--- src/rtl/spi_port_pkg.sv ---
package spi_port_pkg;

    localparam int unsigned WORD_W = 16;
    localparam int unsigned BYTE_W = WORD_W / 2;
    localparam int unsigned CNT_W  = $clog2(2 * WORD_W);

    typedef logic [WORD_W-1:0] word_t;

    typedef struct packed {
        logic master;
        logic ckp;
        logic cke;
        logic smp;
        logic wide;
        logic sdo_off;
        logic sck_off;
        logic ss_en;
    } spi_cfg_t;

    function automatic int unsigned bits_of(input logic wide);
        return wide ? WORD_W : BYTE_W;
    endfunction

    // Byte transfers are shifted out from the top of the register.
    function automatic word_t align_tx(input word_t v, input logic wide);
        return wide ? v : {v[BYTE_W-1:0], {BYTE_W{1'b0}}};
    endfunction

    // Received bytes are returned right-justified and zero-extended.
    function automatic word_t align_rx(input word_t v, input logic wide);
        return wide ? v : {{BYTE_W{1'b0}}, v[BYTE_W-1:0]};
    endfunction

endpackage

--- src/rtl/spi_pin_sync.sv ---
module spi_pin_sync #(
    parameter int          WIDTH   = 3,
    parameter int          STAGES  = 2,
    parameter logic [WIDTH-1:0] RST_VAL = '0
) (
    input  logic             clk,
    input  logic             rst,
    input  logic [WIDTH-1:0] d,
    output logic [WIDTH-1:0] q
);
    logic [WIDTH-1:0] stage_q [STAGES];

    always_ff @(posedge clk) begin
        if (rst) begin
            for (int i = 0; i < STAGES; i++) stage_q[i] <= RST_VAL;
        end else begin
            stage_q[0] <= d;
            for (int i = 1; i < STAGES; i++) stage_q[i] <= stage_q[i-1];
        end
    end

    assign q = stage_q[STAGES-1];
endmodule

--- src/rtl/spi_master_core.sv ---
module spi_master_core
    import spi_port_pkg::*;
#(
    parameter int DIV_W = 8
) (
    input  logic             clk,
    input  logic             rst,
    input  spi_cfg_t         cfg,
    input  logic [DIV_W-1:0] div,
    input  logic             start,
    input  word_t            tx,
    input  logic             sdi,
    output logic             sck_lvl,
    output logic             sdo_bit,
    output logic             busy,
    output logic             done,
    output word_t            rx
);
    logic [CNT_W-1:0] half_q;
    logic [DIV_W-1:0] dcnt_q;
    word_t            txsh_q, rxsh_q, rx_q, rx_nxt;
    logic             busy_q, done_q, tick, last_half;

    assign tick      = busy_q && (dcnt_q == div);
    assign last_half = (half_q == CNT_W'(2 * bits_of(cfg.wide) - 1));
    assign rx_nxt    = {rxsh_q[WORD_W-2:0], sdi};

    always_ff @(posedge clk) begin
        if (rst) begin
            busy_q <= 1'b0;
            done_q <= 1'b0;
            half_q <= '0;
            dcnt_q <= '0;
            txsh_q <= '0;
            rxsh_q <= '0;
            rx_q   <= '0;
        end else begin
            done_q <= 1'b0;
            if (!busy_q) begin
                if (start) begin
                    busy_q <= 1'b1;
                    half_q <= '0;
                    dcnt_q <= '0;
                    txsh_q <= align_tx(tx, cfg.wide);
                    rxsh_q <= '0;
                end
            end else if (tick) begin
                dcnt_q <= '0;
                half_q <= half_q + 1'b1;
                if (!half_q[0]) begin
                    if (!cfg.smp) rxsh_q <= rx_nxt;
                end else begin
                    if (cfg.smp) rxsh_q <= rx_nxt;
                    txsh_q <= {txsh_q[WORD_W-2:0], 1'b0};
                    if (last_half) begin
                        busy_q <= 1'b0;
                        done_q <= 1'b1;
                        rx_q   <= align_rx(cfg.smp ? rx_nxt : rxsh_q, cfg.wide);
                    end
                end
            end else begin
                dcnt_q <= dcnt_q + 1'b1;
            end
        end
    end

    // First half of a bit is idle when output moves on the trailing transition.
    assign sck_lvl = busy_q ? (cfg.ckp ^ (half_q[0] ? cfg.cke : ~cfg.cke)) : cfg.ckp;
    assign sdo_bit = txsh_q[WORD_W-1];
    assign busy    = busy_q;
    assign done    = done_q;
    assign rx      = rx_q;


    m_done_pulse_chk: assert property (@(posedge clk) disable iff (rst)
        done_q |=> !done_q);

    m_busy_end_chk: assert property (@(posedge clk) disable iff (rst)
        $fell(busy_q) |-> done_q);

    m_half_range_chk: assert property (@(posedge clk) disable iff (rst)
        busy_q |-> (half_q <= CNT_W'(2 * bits_of(cfg.wide) - 1)));

    m_div_range_chk: assert property (@(posedge clk) disable iff (rst)
        (busy_q && $stable(div)) |-> (dcnt_q <= div));

    m_sdo_hold_chk: assert property (@(posedge clk) disable iff (rst)
        (busy_q && $past(busy_q) && !$past(tick)) |-> $stable(sdo_bit));
endmodule

--- src/rtl/spi_slave_core.sv ---
module spi_slave_core
    import spi_port_pkg::*;
(
    input  logic     clk,
    input  logic     rst,
    input  spi_cfg_t cfg,
    input  logic     start,
    input  word_t    tx,
    input  logic     sck_s,
    input  logic     sdi_s,
    input  logic     ss_s,
    output logic     sel,
    output logic     sdo_bit,
    output logic     busy,
    output logic     done,
    output word_t    rx
);
    logic [CNT_W-1:0] cnt_q;
    word_t            txsh_q, rxsh_q, rx_q, rx_nxt;
    logic             sck_q, busy_q, done_q, first_q;
    logic             lead, trail, samp, chg, last_bit;

    assign lead     = (sck_q == cfg.ckp) && (sck_s != cfg.ckp);
    assign trail    = (sck_q != cfg.ckp) && (sck_s == cfg.ckp);
    assign samp     = cfg.cke ? lead  : trail;
    assign chg      = cfg.cke ? trail : lead;
    assign sel      = !cfg.ss_en || !ss_s;
    assign last_bit = (cnt_q == CNT_W'(bits_of(cfg.wide) - 1));
    assign rx_nxt   = {rxsh_q[WORD_W-2:0], sdi_s};

    always_ff @(posedge clk) begin
        if (rst) begin
            sck_q   <= 1'b0;
            busy_q  <= 1'b0;
            done_q  <= 1'b0;
            first_q <= 1'b0;
            cnt_q   <= '0;
            txsh_q  <= '0;
            rxsh_q  <= '0;
            rx_q    <= '0;
        end else begin
            sck_q  <= sck_s;
            done_q <= 1'b0;
            if (!busy_q) begin
                if (start) begin
                    busy_q  <= 1'b1;
                    first_q <= 1'b1;
                    cnt_q   <= '0;
                    txsh_q  <= align_tx(tx, cfg.wide);
                    rxsh_q  <= '0;
                end
            end else if (sel) begin
                if (samp) begin
                    rxsh_q  <= rx_nxt;
                    cnt_q   <= cnt_q + 1'b1;
                    first_q <= 1'b0;
                    if (last_bit) begin
                        busy_q <= 1'b0;
                        done_q <= 1'b1;
                        rx_q   <= align_rx(rx_nxt, cfg.wide);
                    end
                end else if (chg && !first_q) begin
                    txsh_q <= {txsh_q[WORD_W-2:0], 1'b0};
                end
            end
        end
    end

    assign sdo_bit = txsh_q[WORD_W-1];
    assign busy    = busy_q;
    assign done    = done_q;
    assign rx      = rx_q;


    s_done_pulse_chk: assert property (@(posedge clk) disable iff (rst)
        done_q |=> !done_q);

    s_busy_end_chk: assert property (@(posedge clk) disable iff (rst)
        $fell(busy_q) |-> done_q);

    s_cnt_range_chk: assert property (@(posedge clk) disable iff (rst)
        busy_q |-> (cnt_q < CNT_W'(bits_of(cfg.wide))));

    s_ss_block_chk: assert property (@(posedge clk) disable iff (rst)
        (busy_q && cfg.ss_en && ss_s) |=> $stable(cnt_q));
endmodule

--- src/rtl/spi_port.sv ---
module spi_port
    import spi_port_pkg::*;
#(
    parameter int DIV_W       = 8,
    parameter int SYNC_STAGES = 2
) (
    input  logic              clk,
    input  logic              rst,
    input  logic              cfg_master,
    input  logic              cfg_ckp,
    input  logic              cfg_cke,
    input  logic              cfg_smp,
    input  logic              cfg_wide,
    input  logic              cfg_sdo_off,
    input  logic              cfg_sck_off,
    input  logic              cfg_ss_en,
    input  logic [DIV_W-1:0]  clk_div,
    input  logic [WORD_W-1:0] tx_word,
    input  logic              start,
    output logic [WORD_W-1:0] rx_word,
    output logic              done,
    output logic              busy,
    input  logic              sck_i,
    output logic              sck_o,
    output logic              sck_oe,
    output logic              sdo_o,
    output logic              sdo_oe,
    input  logic              sdi_i,
    input  logic              ss_n_i
);
    spi_cfg_t cfg;
    logic [2:0] pins_s;
    logic       sck_s, sdi_s, ss_s;
    logic       m_sck, m_sdo, m_busy, m_done;
    logic       s_sel, s_sdo, s_busy, s_done;
    word_t      m_rx, s_rx;

    assign cfg = '{master: cfg_master, ckp: cfg_ckp, cke: cfg_cke, smp: cfg_smp,
                   wide: cfg_wide, sdo_off: cfg_sdo_off, sck_off: cfg_sck_off,
                   ss_en: cfg_ss_en};

    spi_pin_sync #(.WIDTH(3), .STAGES(SYNC_STAGES), .RST_VAL(3'b001)) u_sync (
        .clk (clk),
        .rst (rst),
        .d   ({sck_i, sdi_i, ss_n_i}),
        .q   (pins_s)
    );
    assign {sck_s, sdi_s, ss_s} = pins_s;

    spi_master_core #(.DIV_W(DIV_W)) u_mst (
        .clk     (clk),
        .rst     (rst),
        .cfg     (cfg),
        .div     (clk_div),
        .start   (start && cfg_master),
        .tx      (tx_word),
        .sdi     (sdi_i),
        .sck_lvl (m_sck),
        .sdo_bit (m_sdo),
        .busy    (m_busy),
        .done    (m_done),
        .rx      (m_rx)
    );

    spi_slave_core u_slv (
        .clk     (clk),
        .rst     (rst),
        .cfg     (cfg),
        .start   (start && !cfg_master),
        .tx      (tx_word),
        .sck_s   (sck_s),
        .sdi_s   (sdi_s),
        .ss_s    (ss_s),
        .sel     (s_sel),
        .sdo_bit (s_sdo),
        .busy    (s_busy),
        .done    (s_done),
        .rx      (s_rx)
    );

    assign sck_o   = cfg_master ? m_sck  : cfg_ckp;
    assign sck_oe  = cfg_master && !cfg_sck_off;
    assign sdo_o   = cfg_master ? m_sdo  : s_sdo;
    assign sdo_oe  = !cfg_sdo_off && (cfg_master || s_sel);
    assign busy    = cfg_master ? m_busy : s_busy;
    assign done    = cfg_master ? m_done : s_done;
    assign rx_word = cfg_master ? m_rx   : s_rx;


    sdo_release_chk: assert property (@(posedge clk) disable iff (rst)
        cfg_sdo_off |-> !sdo_oe);

    sck_slave_chk: assert property (@(posedge clk) disable iff (rst)
        !cfg_master |-> !sck_oe);

    sdo_deselect_chk: assert property (@(posedge clk) disable iff (rst)
        (!cfg_master && cfg_ss_en && ss_s) |-> !sdo_oe);

    sck_rest_chk: assert property (@(posedge clk) disable iff (rst)
        (cfg_master && !m_busy && $past(!m_busy) && $stable(cfg_ckp)) |-> $stable(sck_o));
endmodule

--- config.mk ---
export PLATFORM = sky130hd
export DESIGN_NAME = spi_port
export DESIGN_NICKNAME = d
export VERILOG_FILES = /design/src/rtl/spi_port_pkg.sv /design/src/rtl/spi_pin_sync.sv /design/src/rtl/spi_master_core.sv /design/src/rtl/spi_slave_core.sv /design/src/rtl/spi_port.sv
export SDC_FILE = /design/constraint.sdc
export NUM_CORES = 1
export LEC_CHECK = 0
export BUFFER_PORTS_ARGS = -buffer_cell sky130_fd_sc_hd__buf_2
export CORE_MARGIN = 3
export CORE_UTILIZATION = 53
export DETAILED_ROUTE_END_ITERATION = 12
export PLACE_DENSITY = 0.86
export SETUP_SLACK_MARGIN = 0.15
export SLEW_MARGIN = 10
export SYNTH_ARGS = -nofsm -noshare
export SYNTH_HDL_FRONTEND = slang
export SYNTH_SLANG_ARGS = --single-unit
export TNS_END_PERCENT = 20
--- constraint.sdc ---
create_clock -name clk -period 1.95 [get_ports clk]
set_clock_uncertainty 0.05 [all_clocks]
set_input_delay 0.39 -clock clk [delete_from_list [all_inputs] [get_ports clk]]
set_output_delay 0.39 -clock clk [all_outputs]
set_load 0.005 [all_outputs]
==> flow_metrics.tcl <==
set metrics [dict create \
    yosysUniqueCellTypes 47 \
    syn_nets 704 \
    synthTopCellsByArea "dfxtp_1 44%, nand2_1 6.1%, a21oi_1 5.9%" \
    finalSetupTns_ns -1.28 \
    ir_worst_vdd_mv 0.638 \
    area_delta_synth_final_pct 36.3 \
    clock_latency_ns 0.54 \
    clkTransAtPathRegs_ns 0.07 \
    final_nets 802 \
    die_w_um 110 \
    fin_util 0.752 \
    min_period_ns 2.12 \
    drt-pass1-iter-count 9 \
    path_class "flip-flop to primary output" \
    rows 37 \
    cp.arrival_ns 1.68 \
    hpwlAfterDp_um 9790 \
    synth_top_cell_by_area "dfxtp_1" \
    critPathTopFamily "XOR/XNOR gates" \
    violations "setup timing" \
    synth_top_area_share 0.435 \
    yosysMostFrequentCell "dfxtp_1" \
    fp.dieH_um 110 \
    antenna_found_initial 0 \
    yosys-top-cells-count "125 x dfxtp_1, 94 x nand2_1, 68 x a21oi_1, 41 x o21ai_0, 39 x nand3_1" \
    outcome "complete, but fails checks" \
    synth_flop_cell "dfxtp_1" \
    gp_congestion 0.836 \
    cp_max_fo 2 \
    power_density_mw_per_mm2 867 \
    grt_overflow_total 0 \
    maxCapViolCount 0 \
    grt_setup_unrepaired "yes" \
    max_stage_delay_ns 0.35 \
    grt_max_degree 89 \
    fin_crit_sh 1.09 \
    startpoint_type "flip-flop" \
    crit_path_top_delay_cell "dfxtp_2" \
    worst_slew_pin_slew_ns 0.476 \
    clock.fmax_mhz 471 \
    cp_cell_sequence "buf_6 > xor2_1 > nor2_2 > xor2_1 > buf_2" \
    cts_buffer_depth 2 \
    fill_cells 584 \
    p_leak_uw 0.00306 \
    critPathMostFrequentCell "xor2_1" \
    drtIter0Drc 784 \
    antenna_left 0 \
    drive_above_1_share 0.347 \
    crit_buf_inv 2 \
    synth_seq_cells 125 \
    grt_pass1_vias 5585 \
    power_uw 6790 \
    maxSlewViolCount 0 \
    drt_wl_total_um 21600 \
    async_flop_share 0 \
    setup-violations-final 17 \
    wl_per_cell_um 23.7 \
    initial_core_util 0.552 \
    critPathCaptureType "primary output" \
    grt_pass1_wl_um 28900 \
    synth_area_mm2 0.00575 \
    hold_viol_final 0 \
    io_pins 60 \
    cts_buffers 17 \
    ys_seq_area_frac 0.435 \
    relSlewSlack 0.674 \
    hold_path.class "primary input to flip-flop" \
    die_area_mm2 0.0121 \
    setup_ws_ns -0.172 \
    synth_cells 663 \
    grtUsageTotal 0.309 \
    hold_slack_ns 0.0102 \
    drc_errors 0 \
    coreArea_mm2 0.0104 \
    vias 6262 \
    clock-sinks 125 \
    ys_warn_count 0 \
    cts_tree "done" \
    htree_levels 4 \
    synth_edf_count 0 \
    cts-root-buf "clkbuf_8" \
    avgSynthCellArea_um2 8.67 \
    rrSetupSlack_ns -0.16 \
    dp_slack_ns -0.394 \
    vias_per_cell 6.89 \
    diodes 0 \
    worstPathRequired_ns 1.51 \
    io_buffers 59 \
]
[timing repair]
item | 4_1_cts | 5_1_grt
gates resized for setup | 61 | 59
hold endpoints to repair | 1 | 0
setup endpoints to repair | 115 | 113
hold buffers | 1 | 0
pin swaps | 36 | 36
setup buffers | 6 | 9
cloned | 3 | 3
[path summary, 6_finish.rpt]
| check | startpoint | endpoint | depth (start not counted) |
|---|---|---|---|
| min | sck_i | u_sync.stage_q[0][2] | 2 |
| max reg2reg | u_mst.half_q[0] | u_mst.rx[8] | 9 |
| min reg2reg | u_sync.stage_q[0][0] | u_sync.stage_q[0][3] | 1 |
| max | u_mst.half_q[0] | sck_o | 5 |
[kinds of logic (layout without fill, tap and decap cells)]
logic type      Yosys count  count (layout)  share of synthesized area
buf+inv                  52             161                     0.0398
flops                   125             125                      0.435
simple gates            234             234                      0.196
xor+xnor                 17              17                     0.0259
mux                      54              54                      0.100
fa+ha+maj                 3               3                    0.00653
compound gates          178             179                      0.196
[registers in the layout (all words and copies together), names as in the netlist]
register / cells
u_mst.half_q: 5
u_slv.rxsh_q: 15
u_mst.rx: 16
u_mst.dcnt_q: 8
u_slv.cnt_q: 5
u_slv.txsh_q: 16
u_mst.txsh_q: 16
u_slv.first_q: 1
u_slv.sck_q: 1
u_slv.busy: 1
u_mst.done: 1
u_sync.stage_q: 6
u_slv.rx: 16
u_mst.rxsh_q: 16
u_slv.done: 1
u_mst.busy: 1
[layout by cell type (no fill, tap or decap), types with 5 or more instances in the layout]
master      instances
a21oi_1            66
a22o_1             16
buf_12              8
buf_2              59
buf_4              42
buf_6              11
clkbuf_16          17
clkinvlp_4          5
dfxtp_1           115
dfxtp_2             8
mux2_2             29
mux2i_1            22
nand2_1            92
nand2b_1            6
nand3_1            36
nand3b_1           17
nor2_1             29
nor2b_1             7
nor3_1             14
o2111ai_1           8
o21ai_0            30
o21ai_1             6
o21ai_2             6
o221a_4             6
o31ai_2             8
xnor2_2             9
[worst register-to-register path: stages, from the launching register on]
cell and delay, ns:
dfxtp_2 0.35, buf_6 0.10, ha_4 0.13, nand3_4 0.07
nand2b_4 0.16, or4_4 0.53, buf_6 0.17, buf_12 0.13
nand3b_1 0.19, o21ai_4 0.10
[cell type report]
cell class	count	area, um^2	share of cell area
clock buffer	18	428	0.0546
inverter	3	11.3	0.00144
tap	136	170	0.0217
multi-input combinational	487	3470	0.443
clock inverter	13	189	0.0241
timing repair buffer	127	1040	0.133
sequential	125	2520	0.322
[per-stage QoR]
stage / std cells / instance area (um^2)
floorplan: 663 / 5840
global placement: 856 / 6500
detailed placement: 856 / 6500
CTS: 897 / 7500
global route: 909 / 7830
finish: 909 / 7830
[report_power, final]
group	internal, uW	switching, uW
Combinational	301	437
Clock	2110	1260
Sequential	2620	55.4
[routing by layer]
metal,global-route usage,share of wire,vias to the layer above
met4,0.163,0.078,0
met2,0.504,0.46,574
met1,0.362,0.35,2909
met3,0.0984,0.11,180
li1,-,-,2599
met5,0,0,-
Power figures use the tool's default switching activity.
